--- src/rtl/ide_dec_pkg.sv ---
package ide_dec_pkg;
  localparam int ADDR_W    = 16;
  localparam int NUM_CH    = 2;
  localparam int BAR_BYTES = 20;

  localparam logic [7:0] OFF_CMD  = 8'h04;
  localparam logic [7:0] OFF_STAT = 8'h07;
  localparam logic [7:0] OFF_PIF  = 8'h09;
  localparam logic [7:0] OFF_BAR  = 8'h10;
  localparam logic [7:0] OFF_GEN  = 8'h4A;

  localparam logic [7:0] CMD_KEEP = 8'h05;
  localparam logic [7:0] GEN_KEEP = 8'h9F;
  localparam logic [7:0] STAT_W1C = 8'h3F;

  function automatic logic [ADDR_W-1:0] legacy_cmd(input int ch);
    return (ch == 0) ? ADDR_W'(16'h01F0) : ADDR_W'(16'h0170);
  endfunction

  function automatic logic [ADDR_W-1:0] legacy_ctl(input int ch);
    return (ch == 0) ? ADDR_W'(16'h03F6) : ADDR_W'(16'h0376);
  endfunction
endpackage

--- src/rtl/ide_cfg_regs.sv ---
module ide_cfg_regs
  import ide_dec_pkg::*;
(
  input  logic                      clk,
  input  logic                      rst_n,
  input  logic                      cfg_we,
  input  logic [7:0]                cfg_addr,
  input  logic [7:0]                cfg_wdata,
  input  logic [7:0]                stat_set,
  output logic [7:0]                cfg_rdata,
  output logic [7:0]                cmd_q,
  output logic [7:0]                stat_q,
  output logic [7:0]                pif_q,
  output logic [7:0]                gen_q,
  output logic [BAR_BYTES-1:0][7:0] bar_q
);
  logic [7:0]                cmd_d, stat_d, pif_d, gen_d;
  logic [BAR_BYTES-1:0][7:0] bar_d;
  logic                      upd_en;
  logic [7:0]                clr_mask;

  assign upd_en = cfg_we | (|stat_set);

  always_comb begin
    cmd_d    = cmd_q;
    pif_d    = pif_q;
    gen_d    = gen_q;
    bar_d    = bar_q;
    clr_mask = 8'h00;
    if (cfg_we) begin
      if (cfg_addr == OFF_CMD)  cmd_d    = cfg_wdata & CMD_KEEP;
      if (cfg_addr == OFF_PIF)  pif_d    = cfg_wdata;
      if (cfg_addr == OFF_GEN)  gen_d    = cfg_wdata & GEN_KEEP;
      if (cfg_addr == OFF_STAT) clr_mask = cfg_wdata & STAT_W1C;
      for (int i = 0; i < BAR_BYTES; i++) begin
        if (cfg_addr == OFF_BAR + 8'(i)) bar_d[i] = cfg_wdata;
      end
    end
    stat_d = (stat_q & ~clr_mask) | stat_set;
  end

  always_ff @(posedge clk or negedge rst_n) begin
    if (!rst_n) begin
      cmd_q  <= '0;
      stat_q <= '0;
      pif_q  <= '0;
      gen_q  <= '0;
      bar_q  <= '0;
    end else if (upd_en) begin
      cmd_q  <= cmd_d;
      stat_q <= stat_d;
      pif_q  <= pif_d;
      gen_q  <= gen_d;
      bar_q  <= bar_d;
    end
  end

  always_comb begin
    cfg_rdata = 8'h00;
    if (cfg_addr == OFF_CMD)  cfg_rdata = cmd_q;
    if (cfg_addr == OFF_STAT) cfg_rdata = stat_q;
    if (cfg_addr == OFF_PIF)  cfg_rdata = pif_q;
    if (cfg_addr == OFF_GEN)  cfg_rdata = gen_q;
    for (int i = 0; i < BAR_BYTES; i++) begin
      if (cfg_addr == OFF_BAR + 8'(i)) cfg_rdata = bar_q[i];
    end
  end
endmodule

--- src/rtl/ide_chan_dec.sv ---
module ide_chan_dec
  import ide_dec_pkg::*;
#(
  parameter int CH = 0
) (
  input  logic [ADDR_W-1:0] io_addr,
  input  logic              io_en,
  input  logic              ch_en,
  input  logic              native,
  input  logic [ADDR_W-1:0] cmd_bar,
  input  logic [ADDR_W-1:0] ctl_bar,
  input  logic              bm_en,
  input  logic [ADDR_W-1:0] bm_bar,
  output logic              cmd_hit,
  output logic              ctl_hit,
  output logic              bm_hit
);
  localparam logic [ADDR_W-1:0] LEG_CMD = legacy_cmd(CH);
  localparam logic [ADDR_W-1:0] LEG_CTL = legacy_ctl(CH);
  localparam logic [ADDR_W-1:0] BM_OFS  = ADDR_W'(CH * 8);

  logic [ADDR_W-1:0] cmd_base, ctl_port, bm_base;

  always_comb begin
    cmd_base = native ? {cmd_bar[ADDR_W-1:3], 3'b000} : LEG_CMD;
    ctl_port = native ? ({ctl_bar[ADDR_W-1:2], 2'b00} + ADDR_W'(2)) : LEG_CTL;
    bm_base  = {bm_bar[ADDR_W-1:4], 4'b0000} + BM_OFS;
    cmd_hit  = io_en & ch_en & (io_addr[ADDR_W-1:3] == cmd_base[ADDR_W-1:3]);
    ctl_hit  = io_en & ch_en & (io_addr == ctl_port);
    bm_hit   = bm_en & (io_addr[ADDR_W-1:3] == bm_base[ADDR_W-1:3]);
  end
endmodule

--- src/rtl/ide_io_decode.sv ---
module ide_io_decode
  import ide_dec_pkg::*;
(
  input  logic              clk,
  input  logic              rst_n,
  input  logic              cfg_we,
  input  logic [7:0]        cfg_addr,
  input  logic [7:0]        cfg_wdata,
  output logic [7:0]        cfg_rdata,
  input  logic [7:0]        stat_set,
  input  logic [ADDR_W-1:0] io_addr,
  input  logic              io_strobe,
  output logic [NUM_CH-1:0] cmd_cs,
  output logic [NUM_CH-1:0] ctl_cs,
  output logic [NUM_CH-1:0] bm_cs
);
  logic [7:0]                cmd_q, stat_q, pif_q, gen_q;
  logic [BAR_BYTES-1:0][7:0] bar_q;
  logic [NUM_CH-1:0]         cmd_hit, ctl_hit, bm_hit;
  logic [NUM_CH-1:0]         cmd_d, ctl_d, bm_d;

  ide_cfg_regs u_cfg (
    .clk       (clk),
    .rst_n     (rst_n),
    .cfg_we    (cfg_we),
    .cfg_addr  (cfg_addr),
    .cfg_wdata (cfg_wdata),
    .stat_set  (stat_set),
    .cfg_rdata (cfg_rdata),
    .cmd_q     (cmd_q),
    .stat_q    (stat_q),
    .pif_q     (pif_q),
    .gen_q     (gen_q),
    .bar_q     (bar_q)
  );

  for (genvar ch = 0; ch < NUM_CH; ch++) begin : g_chan
    ide_chan_dec #(.CH(ch)) u_dec (
      .io_addr (io_addr),
      .io_en   (cmd_q[0]),
      .ch_en   (gen_q[2-ch]),
      .native  (pif_q[2*ch]),
      .cmd_bar ({bar_q[8*ch+1], bar_q[8*ch]}),
      .ctl_bar ({bar_q[8*ch+5], bar_q[8*ch+4]}),
      .bm_en   (cmd_q[2]),
      .bm_bar  ({bar_q[17], bar_q[16]}),
      .cmd_hit (cmd_hit[ch]),
      .ctl_hit (ctl_hit[ch]),
      .bm_hit  (bm_hit[ch])
    );
  end

  always_comb begin
    cmd_d = io_strobe ? cmd_hit : '0;
    ctl_d = io_strobe ? ctl_hit : '0;
    bm_d  = io_strobe ? bm_hit  : '0;
  end

  always_ff @(posedge clk or negedge rst_n) begin
    if (!rst_n) begin
      cmd_cs <= '0;
      ctl_cs <= '0;
      bm_cs  <= '0;
    end else begin
      cmd_cs <= cmd_d;
      ctl_cs <= ctl_d;
      bm_cs  <= bm_d;
    end
  end
endmodule

--- config.mk ---
export PLATFORM = sky130hd
export DESIGN_NAME = ide_io_decode
export DESIGN_NICKNAME = d
export VERILOG_FILES = /design/src/rtl/ide_dec_pkg.sv /design/src/rtl/ide_cfg_regs.sv /design/src/rtl/ide_chan_dec.sv /design/src/rtl/ide_io_decode.sv
export SDC_FILE = /design/constraint.sdc
export NUM_CORES = 1
export LEC_CHECK = 0
export BUFFER_PORTS_ARGS = -buffer_cell sky130_fd_sc_hd__buf_2
export CAP_MARGIN = 20
export CORE_MARGIN = 10
export CORE_UTILIZATION = 62
export DETAILED_ROUTE_END_ITERATION = 10
export PLACE_DENSITY = 0.81
export SLEW_MARGIN = 20
export SYNTH_ARGS = -nofsm -noshare
export SYNTH_HDL_FRONTEND = slang
export SYNTH_SLANG_ARGS = --single-unit
--- constraint.sdc ---
create_clock -name clk -period 2.37 [get_ports clk]
set_clock_uncertainty 0.05 [all_clocks]
set_input_delay 0.1185 -clock clk [delete_from_list [all_inputs] [get_ports clk]]
set_output_delay 0.1185 -clock clk [all_outputs]
set_load 0.01 [all_outputs]
======== Yosys cells after proc, flatten, opt, wreduce, memory -nomap -nowiden ========
Index checks and enable logic that the tools add are counted.
W data, S select, Z words.
word-level totals
  register bits after elaboration ......... 190
  latch bits .............................. 0
  RAM bits ................................ 0
  memory bits (read-only) ................. 0
  bits of input ports ..................... 44
  output and inout port bits .............. 14
  logic and storage cells ................. 129
  memories kept ........................... 0
cells by class
  add/sub/neg operators ................... 3
  multiply operators ...................... 0
  divide/modulo/power cells ............... 0
  magnitude comparators ................... 0
  eq/ne operators ......................... 30
  shift-type cells ........................ 0
  mux-type cells .......................... 33
  bitwise gates (word level) .............. 12
  reductions and logical operators ........ 24
operators by type and width
  operator                 number
  $mux W8                  24
  $eq A8 B5 Y1 const B     16
  $reduce_and A3 Y1        23
  $mux W16                 4
  $eq A13 B13 Y1           4
  $add A16 B2 Y16 const B  2
  $eq A16 B16 Y1           2
  $eq A8 B6 Y1 const B     4
  $add A16 B4 Y16 const B  1
  $eq A8 B3 Y1 const B     2
  $and A1 B1 Y1            8
  $and A8 B8 Y8            1
  $eq A8 B4 Y1 const B     1
  $eq A8 B7 Y1 const B     1
  $not A8 Y8               1
  $or A8 B8 Y8             1
  $reduce_or A8 Y1         1
  $mux W2                  3
  $mux W6                  1
  $mux W3                  1
  $or A1 B1 Y1             1

======== Logic depth before layout (Yosys ltp) ========
Gate-level depths: netlist of run 1.
  word-level depth ........................ 25
  depth in mapped cells ................... 9
  mapped depth without buffers ............ 6

======== Hierarchy ========
A second synthesis of run 1 with hierarchy kept.
unflattened totals
  cell total of the unflattened synthesis .. 1007
  area, all modules ....................... 11103.1 µm²
by module, submodules not included
  module                          times used  cells an instance  area each (µm²)  seq. area each (µm²)
  ide_cfg_regs                    1           774                9476.6           4604.4
  ide_chan_dec (g_chan[1].u_dec)  1           117                769.5            0.0
  ide_chan_dec (g_chan[0].u_dec)  1           104                669.4            0.0
  ide_io_decode                   1           12                 187.7            150.1

======== Worst setup path before layout of run 1 ========
Ideal clock, no wire load.
  kind .................................... input -> output
  start point ............................. in cfg_addr[7]
  end point ............................... out cfg_rdata[2]
  arrival ................................. 1.913 ns
  required time ........................... 2.201 ns
  setup slack ............................. 0.288 ns
  stages .................................. 7
  path buffers ............................ 1
  cell sequence ........................... buf_2 -> or4b_4 -> nor3_1 -> a22oi_1 -> o221ai_1 -> a21oi_1 -> a211oi_1
on the way
  word-level cells in the longest chain between the ends .. 25
  elaborated cells on any way between the ends .. 48
  classes of those cells .................. eq/ne: 24; mux: 24
ends and longest elaborated chain
  what                   RTL line            source
  start, declared        ide_io_decode.sv:7  input logic [7:0] cfg_addr,
  $eq A8 B3 Y1           ide_cfg_regs.sv:60  if (cfg_addr == OFF_CMD) cfg_rdata = cmd_q;
  $mux W3                ide_cfg_regs.sv:60
  $mux W8                ide_cfg_regs.sv:61  if (cfg_addr == OFF_STAT) cfg_rdata = stat_q;
  $mux W8                ide_cfg_regs.sv:62  if (cfg_addr == OFF_PIF) cfg_rdata = pif_q;
  $mux W8                ide_cfg_regs.sv:63  if (cfg_addr == OFF_GEN) cfg_rdata = gen_q;
  $mux W8 (19 in a row)  ide_cfg_regs.sv:65  if (cfg_addr == OFF_BAR + 8'(i)) cfg_rdata = bar_q[i];
  $mux W8 *              ide_cfg_regs.sv:65
  end, declared          ide_io_decode.sv:9  output logic [7:0] cfg_rdata,
Every way passes the cells marked *; elsewhere a longest branch is shown, timed or not.

======== Worst setup path in the final report of run 1 ========
  start point ............................. reg u_cfg.bar_q[99] in the netlist's numbering
  end point ............................... out cfg_rdata[3]
on the way
  word-level cells in the longest chain between the ends .. 8
ends and longest elaborated chain
  what                    RTL line            source
  start, declared         ide_cfg_regs.sv:15  output logic [BAR_BYTES-1:0][7:0] bar_q
  start signal, assigned  ide_cfg_regs.sv:54  bar_q <= bar_d;
  $mux W8 (8 in a row)    ide_cfg_regs.sv:65
No other way between the ends.

==> results.txt, run 1 <==
The overall die width is 152 µm. The buffer depth of the longest clock path is 2. The register clock-pin slew on the reported worst setup and hold paths is approximately 0.080 ns. Headroom to the max-slew limit came out at 54.6%. The average cell area after synthesis is ~11 µm². Clock tree synthesis selected as its root buffer the cell sky130_fd_sc_hd__clkbuf_16. STA classifies the critical path endpoint as an output pin. Once the floorplan was initialized, standard cells occupied 62.7% of the core. The detailed router finished its first iteration with 1,212 violations.

The clock sink count is 190. The final weighted congestion in routability-driven placement is a little under 1. The number of inserted diodes is 0. The power density normalized to cell area is 592 mW/mm². The number of enable-type register cells in the synthesized netlist is 0. The number of global-route vias before repair was 8,899. Counting instances in the post-synthesis netlist gives the leading cell types as sky130_fd_sc_hd__dfrtp_1 (190), sky130_fd_sc_hd__mux2_2 (174), sky130_fd_sc_hd__o21ai_0 (65), sky130_fd_sc_hd__clkbuf_1 (56), sky130_fd_sc_hd__nand2_1 (49). The number of H-tree levels is 4. The routed wire length came out at 36.0 mm. The global-route congestion overflow total came out at 0.

Of all cell types, the one taking the most synthesized area is sky130_fd_sc_hd__dfrtp_1. The first TritonRoute pass finished after 8 iterations. During synthesis, Yosys emitted a total of 0 warnings. Hold is met by 0.0141 ns. The final hold violation count came out at 0. Ranked by total cell area, the synthesized netlist is headed by sky130_fd_sc_hd__dfrtp_1 (44%), sky130_fd_sc_hd__mux2_2 (18%), sky130_fd_sc_hd__o21ai_0 (3.0%). The fraction of registers with async set/reset is 100%. The tightest min-delay check is of the input port to register type.

The beginning of the worst hold path is io_addr[5]. The share of final-layout standard cells stronger than drive strength 1 is 36.4%. In this run the critical register-to-register path is launched from u_cfg.bar_q[99]. The count of port buffers added during placement came out at 57. Setup violations remaining at the end of the flow were counted as 1. The unique cell type count in the Yosys netlist came out at 77. The aggregate global-route resource usage came out at a little under a third.

The minimum setup slack in the final design came out at -0.0201 ns. The top-area cell type share of the netlist area is 44.3%. The final reports fail on setup timing. The synthesized instance count came out at 996. The achievable clock frequency is 418 MHz. Setup repair after global routing could not meet its margin everywhere. sky130_fd_sc_hd__dfrtp_1 is the most common cell in the netlist.

The via density per instance is roughly 6.8. The pin count of the biggest net entering global routing came out at 60. The critical path data arrival time is 2.22 ns. The worst path in the final design needs a cycle of 2.39 ns, including I/O delays and setup. The share of the clock period used by the worst path after layout came out at 101%. The net total in the final layout is approximately 1,100. The required time of the critical path is 2.20 ns. The clock insertion delay at the later pin of the skew report came out at 0.45 ns.

Tracing the worst setup path back leads to its startpoint at u_cfg.bar_q[99]. The total core area came out at around 0.017 mm². The post-synthesis instance area came out at roughly 0.011 mm². The number of placement rows came out at 48. STA classifies the critical path startpoint as a register. TritonCTS built the clock tree. Once detail routing completed, the nets flagged for antenna violations numbered 0. The number of slew-limit violations in the final report is 0.

The tool flagged a number of max-cap violations equal to 0. Of all nets on the critical path, the largest fanout is 6. The sequential area share after synthesis came out at 44.3%. Synthesis inferred 190 register bits. The half-perimeter wire length after detailed placement is 25.2 mm. The post-synthesis net count came out at 1,040. The dominant synthesized flop cell is sky130_fd_sc_hd__dfrtp_1. The critical path is of the register to output pin type. The area growth from synthesis to layout is 16.5%. The run finished, with violations left. The number of fillers in the final layout is between 1,000 and 1,500. The leakage component of the power is 5.62 nW. The routed layout has 9,094 vias. The transition at the pin with the smallest max-transition slack is 0.681 ns. The full die area came out at 0.0230 mm². The setup slack at placement came out at between 0.04 and 0.05 ns. The maximum vdd ir drop came out at approximately 0.52 mV. The DRC violation count after routing is 0. The overall die height is roughly 150 µm.

For this design the top-level I/O count stands at 58. The number of antenna violations at the first check in global routing came out at 0. The TritonCTS buffer count is 17. The first global-routing pass estimated between 50 and 60 mm of wire. The average wire per standard cell is 27.1 µm.
-- timing repair --
| item | in CTS | in global routing |
|---|---|---|
| hold endpoints to repair | 66 | 0 |
| gates resized for setup | 6 | 13 |
| pin swaps | 1 | 2 |
| hold buffers | 10 | 0 |
| setup endpoints to repair | 3 | 7 |
| buffers inserted | 4 | 0 |
-- cells by family (layout without fill, tap and decap cells) --
kind of cell	after synthesis	after routing	share of synthesized area [%]
AO/OA/AOI/OAI	236	236	14.8
AND/OR/NAND/NOR	229	229	12.2
flip-flops	190	190	44.3
XOR/XNOR	32	32	2.61
multiplexers	205	205	22.1
buffers and inverters	104	211	4.01
-- per-stage QoR --
step,area [µm²],instances,power (W),setup TNS [ns],util (%)
floorplan,10700,996,0.00404,0,-
global placement,11700,1283,0.00443,-0.00630,68.5
detailed placement,11700,1283,0.00446,0,68.5
CTS,12500,1329,0.00738,-0.00485,72.9
global route,12500,1328,0.00761,-0.0679,73.1
finish,12500,1328,0.00740,-0.0201,73.1
-- cells in the final DEF, fill, tap and decap left out, drive strengths merged, types with 18 or more instances in the layout --
cell type | Yosys | final
a21oi | 39 | 39
buf | 21 | 141
clkbuf | 56 | 18
dfrtp | 190 | 190
inv | 27 | 33
mux2 | 177 | 177
mux2i | 20 | 20
nand2 | 51 | 51
nand3 | 41 | 41
nor2 | 48 | 48
nor3 | 19 | 19
o21ai | 65 | 65
o22ai | 18 | 18
xnor2 | 23 | 23
-- final timing paths --
| kind | cells after the start | slack [ns] | endpoint |
|---|---|---|---|
| max | 5 | -0.02 | cfg_rdata[3] |
| min | 3 | 0.01 | ctl_cs[0] |
| max reg2reg | 4 | 0.18 | ctl_cs[1] |
| min reg2reg | 1 | 0.45 | u_cfg.bar_q[148] |
| max in group asynchronous | 3 | 1.24 | u_cfg.bar_q[154] |
| min in group asynchronous | 2 | 0.15 | u_cfg.bar_q[3] |
-- layer usage --
metal | track usage [%] | vias up | part of all wire, %
met4 | 11.1 | 0 | 3.3
met1 | 43.4 | 4481 | 41
li1 | - | 3909 | -
met3 | 7.54 | 99 | 11
met2 | 47.6 | 605 | 45
met5 | 0 | - | 0
-- sequential cells by signal, summed over array words and instances (netlist names) --
signal / count
cmd_cs: 2
bm_cs: 2
u_cfg.gen_q: 6
u_cfg.cmd_q: 2
ctl_cs: 2
u_cfg.pif_q: 8
u_cfg.stat_q: 8
u_cfg.bar_q: 160
-- power breakdown --
| group | total [W] | switching (W) | internal (W) |
|---|---|---|---|
| clock network | 0.00295 | 0.00151 | 0.00144 |
| logic | 0.000903 | 0.000527 | 0.000376 |
| registers | 0.00355 | 0.000166 | 0.00339 |
-- worst max-delay path, cell delays in order (launching register included) --
cell	delay (ns)
sky130_fd_sc_hd__dfrtp_1	0.49
sky130_fd_sc_hd__mux2_2	0.32
sky130_fd_sc_hd__o2111a_1	0.24
sky130_fd_sc_hd__a211oi_1	0.37
sky130_fd_sc_hd__a311oi_2	0.17
sky130_fd_sc_hd__buf_2	0.18
-- final cells by class --
type / instances / area [µm²] / share of cell area, %
clock buffers: 17 / 425 / 3.40
clock inverters: 15 / 188 / 1.50
inverters: 27 / 101 / 0.810
multi-input cells: 702 / 5610 / 44.8
flip-flops and latches: 190 / 4760 / 38.0
well taps: 225 / 282 / 2.25
repair buffers: 152 / 1150 / 9.17
No activity file was read; power rests on OpenSTA's default activity.
==> run 2, diff against run 1 <==
BUFFER_PORTS_ARGS = -buffer_cell sky130_fd_sc_hd__clkbuf_2   (was -buffer_cell sky130_fd_sc_hd__buf_2)
CORE_UTILIZATION = 40   (was 62)
PLACE_DENSITY = default   (was 0.81)
==> results.txt, run 2 (synthesis gave the netlist of run 1 again) <==
The number of primary I/O pins is 58. The transition at the pin with the smallest max-transition slack is ~0.78 ns. The region available for standard cell placement spans between 0.02 and 0.03 mm². In this run the critical register-to-register path is launched from u_cfg.bar_q[107].

After layout, the worst path uses 100% of the clock period. Summed over all cells, the static leakage comes to around 5.7 nW. The DRC violation count after routing is 0. The worst-path cell with the longest stage delay is sky130_fd_sc_hd__dfrtp_2. The worst slew margin relative to its limit is 48.1%.

The end point of the critical path is cfg_rdata[3]. The final weighted congestion in routability-driven placement came out at around 0.95. The net total in the final layout came out at between 1,000 and 1,500. The number of global-route vias before repair came out at 8,891. Detailed placement ended at an HPWL of 26.7 mm. The TritonCTS buffer count came out at 17. STA classifies the critical path endpoint as an output pin. The final cell utilization of the core came out at between 40% and 50%. The number of antenna violations at the first check in global routing was 0.

In the final layout, the registers with the most flip-flops are u_cfg.bar_q: 160 flops, u_cfg.pif_q: 8 flops, u_cfg.stat_q: 8 flops. The required time of the critical path came out at 2.20 ns. Counting flops per register, the top entry is u_cfg.bar_q. The number of slew-limit violations in the final report was 0. By startpoint and endpoint, the worst setup path is classified as register to output pin. The worst setup path startpoint is u_cfg.bar_q[11]. The number of placement rows is 59. Hold timing on the final database bottoms out at a slack of roughly 0.055 ns. The maximum fanout count along the critical path is 2. The flip-flop count of the largest register, all copies and words added is 160. Across all layers, the routed design uses 8,879 vias. The worst reg2reg path endpoint is ctl_cs[1]. The number of nets with antenna violations after detailed routing came out at 0. The first-pass GRT wire length is 56.6 mm. The register clock-pin slew on the reported worst setup and hold paths is approximately 0.080 ns. Summed over all layers, the routed wires come to 36.8 mm.

After routing, the total negative slack on setup checks comes to -0.00801 ns. The maximum vdd ir drop came out at 0.427 mV. The power density normalized to cell area came out at 578 mW/mm². The synthesis-to-finish area growth is 19.6%.

Summed over all layers, the global routing overflow is 0. The root buffer selected by CTS is sky130_fd_sc_hd__clkbuf_16. The average wire per standard cell is roughly 25 µm.

Setup violations remaining at the end of the flow were counted as 1. The final hold violation count is 0. The count of buffers added on input and output ports is 57. The pin count of the biggest net entering global routing is 59. The worst setup path is launched from a register. The minimum setup slack in the final design came out at -0.00801 ns.

The number of fillers in the final layout is 2,398. Of the cells placed in the final design, the portion with a size suffix greater than 1 is 38.5%. The final reports fail on setup timing. The full die area is 0.0338 mm². The length of the first detailed-routing pass in iterations is 9. The number of H-tree levels is 4. Global routing used between 20% and 30% of the available tracks across all layers. The delay contributed by the slowest stage of the critical path is roughly 0.44 ns. The commonest non-fill, non-tap cell in the layout is sky130_fd_sc_hd__dfrtp_1. Clock latency on the worst-skew pair, taken at its later pin, is 0.45 ns. Once the floorplan was initialized, standard cells occupied 41.0% of the core. Setup repair after global routing could not meet its margin everywhere. In the layout the commonest cells are sky130_fd_sc_hd__dfrtp_1 (186), sky130_fd_sc_hd__mux2_2 (174), sky130_fd_sc_hd__buf_4 (97). The buffer depth of the longest clock path is 2. The overall die width came out at 184 µm. The setup slack of the most critical reg-to-reg path is 0.23 ns. At the worst endpoint, the arrival time is roughly 2.2 ns.

The detailed router finished its first iteration with 1,180 violations. The achievable clock frequency is ~420 MHz. The CTS tree is yes. Walking the worst path, the cells encountered are a21oi_2, nor3_1, a221o_1, o211ai_1, a311oi_2, clkbuf_2. The tool flagged a number of max-cap violations equal to 0. The tree built by TritonCTS fans out to 190 sinks. The worst path in the final design needs a cycle of 2.38 ns, including I/O delays and setup. The min-delay analysis places its worst path in the category input port to register. For the worst flop-to-flop path, the logic depth is 6. The run finished, with violations left. Dividing the detail-routed via count by the number of cells gives 6.08. The overall die height is 184 µm.
[run 2: timing repair]
action	in CTS	in global routing
hold endpoints to repair	64	0
setup endpoints to repair	5	8
buffers inserted	3	2
pin swaps	5	7
resized for setup	9	22
gates cloned	0	0
hold buffers	10	0
[run 2: cell type report]
type                    instances  area (µm²)  share of cell area [%]
diodes                          1        2.50                  0.0195
flip-flops and latches        190        4760                    37.1
clock inverters                15         170                    1.32
inverters                      27         101                   0.789
multi-input cells             702        5670                    44.1
repair buffers                173        1300                    10.1
well taps                     335         419                    3.26
clock buffers                  17         425                    3.31
[run 2: per-layer routing]
metal	up-vias	wire (µm)	share of wire [%]	GRT usage (%)
li1	3971	-	-	-
met1	4495	16900	46	30.8
met2	354	16500	45	33.8
met3	59	2330	6.3	4.19
met4	0	1050	2.9	7.57
met5	-	0	0	0
[run 2: report_power, final]
part           total [W]  internal [W]  switching, W  leakage, nW
Clock            0.00295       0.00150       0.00144        0.290
Sequential       0.00355       0.00339      0.000168         2.55
Combinational   0.000922      0.000392      0.000530         2.89
[run 2: per-stage QoR]
stage / std cells / worst slack (ns) / cell area [µm²] / power [W]
4_1_cts: 1458 / -0.0118 / 12700 / 0.00744
3_3_place_gp: 1413 / -0.0420 / 12000 / 0.00448
5_1_grt: 1459 / -0.0676 / 12800 / 0.00766
3_5_place_dp: 1413 / -0.0534 / 12000 / 0.00450
6_report: 1460 / -0.00801 / 12800 / 0.00742
2_1_floorplan: 996 / 0.288 / 10700 / 0.00404
[run 2: worst max-delay path, delay by kind of cell (launching register included)]
kind	cells	cell delay (ns)
simple gates	1	0.08
flops	1	0.44
buf+inv	1	0.18
compound gates	4	1.06
[run 2: worst min-delay path by stage]
stage / from / end / slack (ns) / cells after the start
finish: io_addr[5] / cmd_cs[1] / 0.06 / 3
floorplan: rst_n / bm_cs[0] / -0.23 / 0
detailed placement: rst_n / u_cfg.stat_q[6] / 0.08 / 1
global route: io_addr[6] / cmd_cs[1] / 0.08 / 3
global placement: rst_n / u_cfg.stat_q[1] / 0.08 / 1
CTS: io_addr[6] / cmd_cs[1] / 0.05 / 3
==> run 3, diff against run 2 <==
CTS_BUF_LIST = sky130_fd_sc_hd__clkbuf_2   (was default)
==> results.txt, run 3 (synthesis gave the netlist of run 1 again) <==
The run finished, with violations left. The checks that failed: setup timing. The half-perimeter wire length after detailed placement came out at 26.7 mm. The path type of the worst min-delay path is input port to register.

The power dissipated by switching net loads came out at 0.00202 W. The aggregate global-route resource usage came out at between 20% and 30%. The critical path data arrival time came out at 2.64 ns. The library cell used most frequently in the layout, excluding fill and tap cells, is sky130_fd_sc_hd__dfrtp_1.

The final cell utilization of the core came out at 50.0%. The number of H-tree levels is 4. The full die area came out at roughly 0.034 mm². The final weighted congestion in routability-driven placement came out at 0.945. The achievable clock frequency came out at ~360 MHz.

The first TritonRoute pass finished after 8 iterations. The maximum fanout count along the critical path came out at 2. The via total after detailed routing came out at 9,156. The initial core utilization is just over 40%. The final layout contains routed wiring with a total length of 37.4 mm. The floorplan step defined a core boundary enclosing 0.0262 mm². The worst setup path is of the register to output pin kind. The area taken by flip-flops and latches is 0.00477 mm². The worst slew margin relative to its limit is 47.3%. The clock reaches the later pin of the worst-skew pair after 0.85 ns.

The share of final-layout standard cells stronger than drive strength 1 is 38.5%. The register with the highest flop count is u_cfg.bar_q. The kind of capture point of the worst setup path is an output pin. The share of the clock period used by the worst path after layout is 119%. The cell internal power dissipation is about 0.0043 W. The overall die height came out at 184 µm. The max-capacitance violation count is 0. The clock sink count is 190. The first global-routing pass estimated 58.0 mm of wire.

Setup repair after global routing could not meet its margin everywhere. The via density per instance is 6.02. Once placement completed, the tool counted placed cells totaling 1,413. The TritonCTS buffer count came out at 17.

The post-detailed-placement cell area is 0.0120 mm². After layout, the worst setup slack is -0.442 ns. The shortest clock period the worst path allows after layout is 2.81 ns.

The final standard cell area without fillers is about 0.013 mm². The number of antenna violations at the first check in global routing came out at 1. The number of nets with antenna violations after detailed routing is 0. The transition at the pin with the smallest max-transition slack is roughly 0.79 ns.

The required time of the critical path is 2.20 ns. The global-route congestion overflow total came out at 0. Of the total power, the clock network draws 27.7%. In this run the tool buffered the top-level ports with 57 buffer cells. The number of primary I/O pins came out at a little under 60. The share of total power dissipated in sequential elements is a little under three fifths. The final hold violation count came out at 0. The leakage component of the power is 5.85 nW. The clock passes through at most 2 buffers.

STA classifies the critical path startpoint as a register. In the layout the commonest cells are sky130_fd_sc_hd__dfrtp_1 (178), sky130_fd_sc_hd__mux2_2 (173), sky130_fd_sc_hd__buf_4 (112). The power density normalized to cell area came out at 482 mW/mm². The overall die width came out at 184 µm. For this block, the initial DRC count from the detailed router was 1,193. The final layout contains about 1,200 nets. After detailed routing, the number of remaining DRC violations is 0.

The depth of the most critical reg-to-reg path came out at 6. The cell depth of the worst hold path is 6. The number of standard cells in the final layout excluding fillers came out at about 1,500. The largest registers in the layout are u_cfg.bar_q: 160 flops, u_cfg.pif_q: 8 flops, u_cfg.stat_q: 8 flops. After layout, the design draws a total of 0.00631 W. The number of placement rows is between 50 and 60.

The pin count of the biggest net entering global routing came out at 59. Clock tree synthesis selected as its root buffer the cell sky130_fd_sc_hd__clkbuf_2. The number of global-route vias before repair came out at 9,131. The portion of total power attributed to combinational logic is 15.9%. From synthesis to final layout, the design area changed by 22.0%. Dividing the detail-routed wire length by the instance count gives 24.6 µm. Fill cells in the final layout number 2,380.

The fraction of power spent switching nets came out at 32.0%. The maximum vdd ir drop is between 0.2 and 0.25 mV. The flip-flop count of the largest register, all copies and words added came out at 160. The register clock-pin slew on the reported worst setup and hold paths came out at 0.33 ns. The area of combinational cells with multiple inputs came out at 0.00568 mm². TritonCTS built the clock tree.

The final setup violation count is 8. The number of slew-limit violations in the final report is 0.
-- run 3: cell count changes in the layout (fill, tap and decap cells not counted), sizes merged --
cell         change
clkbuf           -1
diode            +2
buf             +15
dlygate4sd3     +45
-- run 3: worst paths after layout --
check	start	end	slack, ns
setup reg to reg	u_cfg.bar_q[135]	bm_cs[1]	0.13
min in group asynchronous	rst_n	u_cfg.stat_q[0]	0.32
setup / recovery	u_cfg.bar_q[11]	cfg_rdata[3]	-0.44
hold / removal	cfg_addr[6]	u_cfg.bar_q[15]	0.08
max in group asynchronous	rst_n	u_cfg.bar_q[109]	1.60
hold reg to reg	u_cfg.stat_q[7]	u_cfg.stat_q[7]	0.49
-- run 3: layout make-up --
cell class                 count  area share (%)
timing repair buffer         232            14.3
inverter                      27           0.774
multi-input combinational    702            43.4
antenna                        3          0.0573
clock inverter                15            1.30
tap                          335            3.20
sequential                   190            36.4
clock buffer                  17           0.649
-- run 3: metal layers --
metal  track usage (%)  wire [µm]  part of all wire [%]  vias up
li1                  -          -                     -     4078
met1              31.5      17200                    46     4673
met2              35.2      17000                    45      348
met3              3.74       2300                   6.1       57
met4              6.88        929                   2.5        0
met5                 0          0                     0        -
-- run 3: per-stage QoR --
stage,setup WS (ns),hold slack (ns),TNS [ns]
floorplan,0.288,-0.227,0
global placement,-0.0420,0.0802,-0.0420
detailed placement,-0.0534,0.0821,-0.0577
CTS,-0.512,0.0289,-2.88
global route,-0.534,0.0130,-3.23
finish,-0.442,0.0794,-2.31
-- run 3: repair_timing --
action,4_1_cts,5_1_grt
gates cloned,0,0
buffers inserted,14,4
gates resized for setup,30,13
pin swaps,15,11
endpoints found under the hold margin,301,2
hold buffers,56,1
setup endpoints to repair,8,9
-- run 3: power groups by stage --
stage / combinational, W / sequential (W) / clock, W
floorplan: 0.000516 / 0.00353 / 0
global placement: 0.000872 / 0.00361 / 0
detailed placement: 0.000885 / 0.00361 / 0
CTS: 0.000989 / 0.00355 / 0.00177
global route: 0.00109 / 0.00358 / 0.00189
finish: 0.00100 / 0.00356 / 0.00175
-- run 3: critical path, cell delays in order, from the launching register on --
cell                       delay [ns]
sky130_fd_sc_hd__dfrtp_2         0.51
sky130_fd_sc_hd__a21oi_2         0.17
sky130_fd_sc_hd__nor3_1          0.09
sky130_fd_sc_hd__a221o_1         0.26
sky130_fd_sc_hd__o211ai_1        0.40
sky130_fd_sc_hd__a311oi_2        0.20
sky130_fd_sc_hd__clkbuf_2        0.17
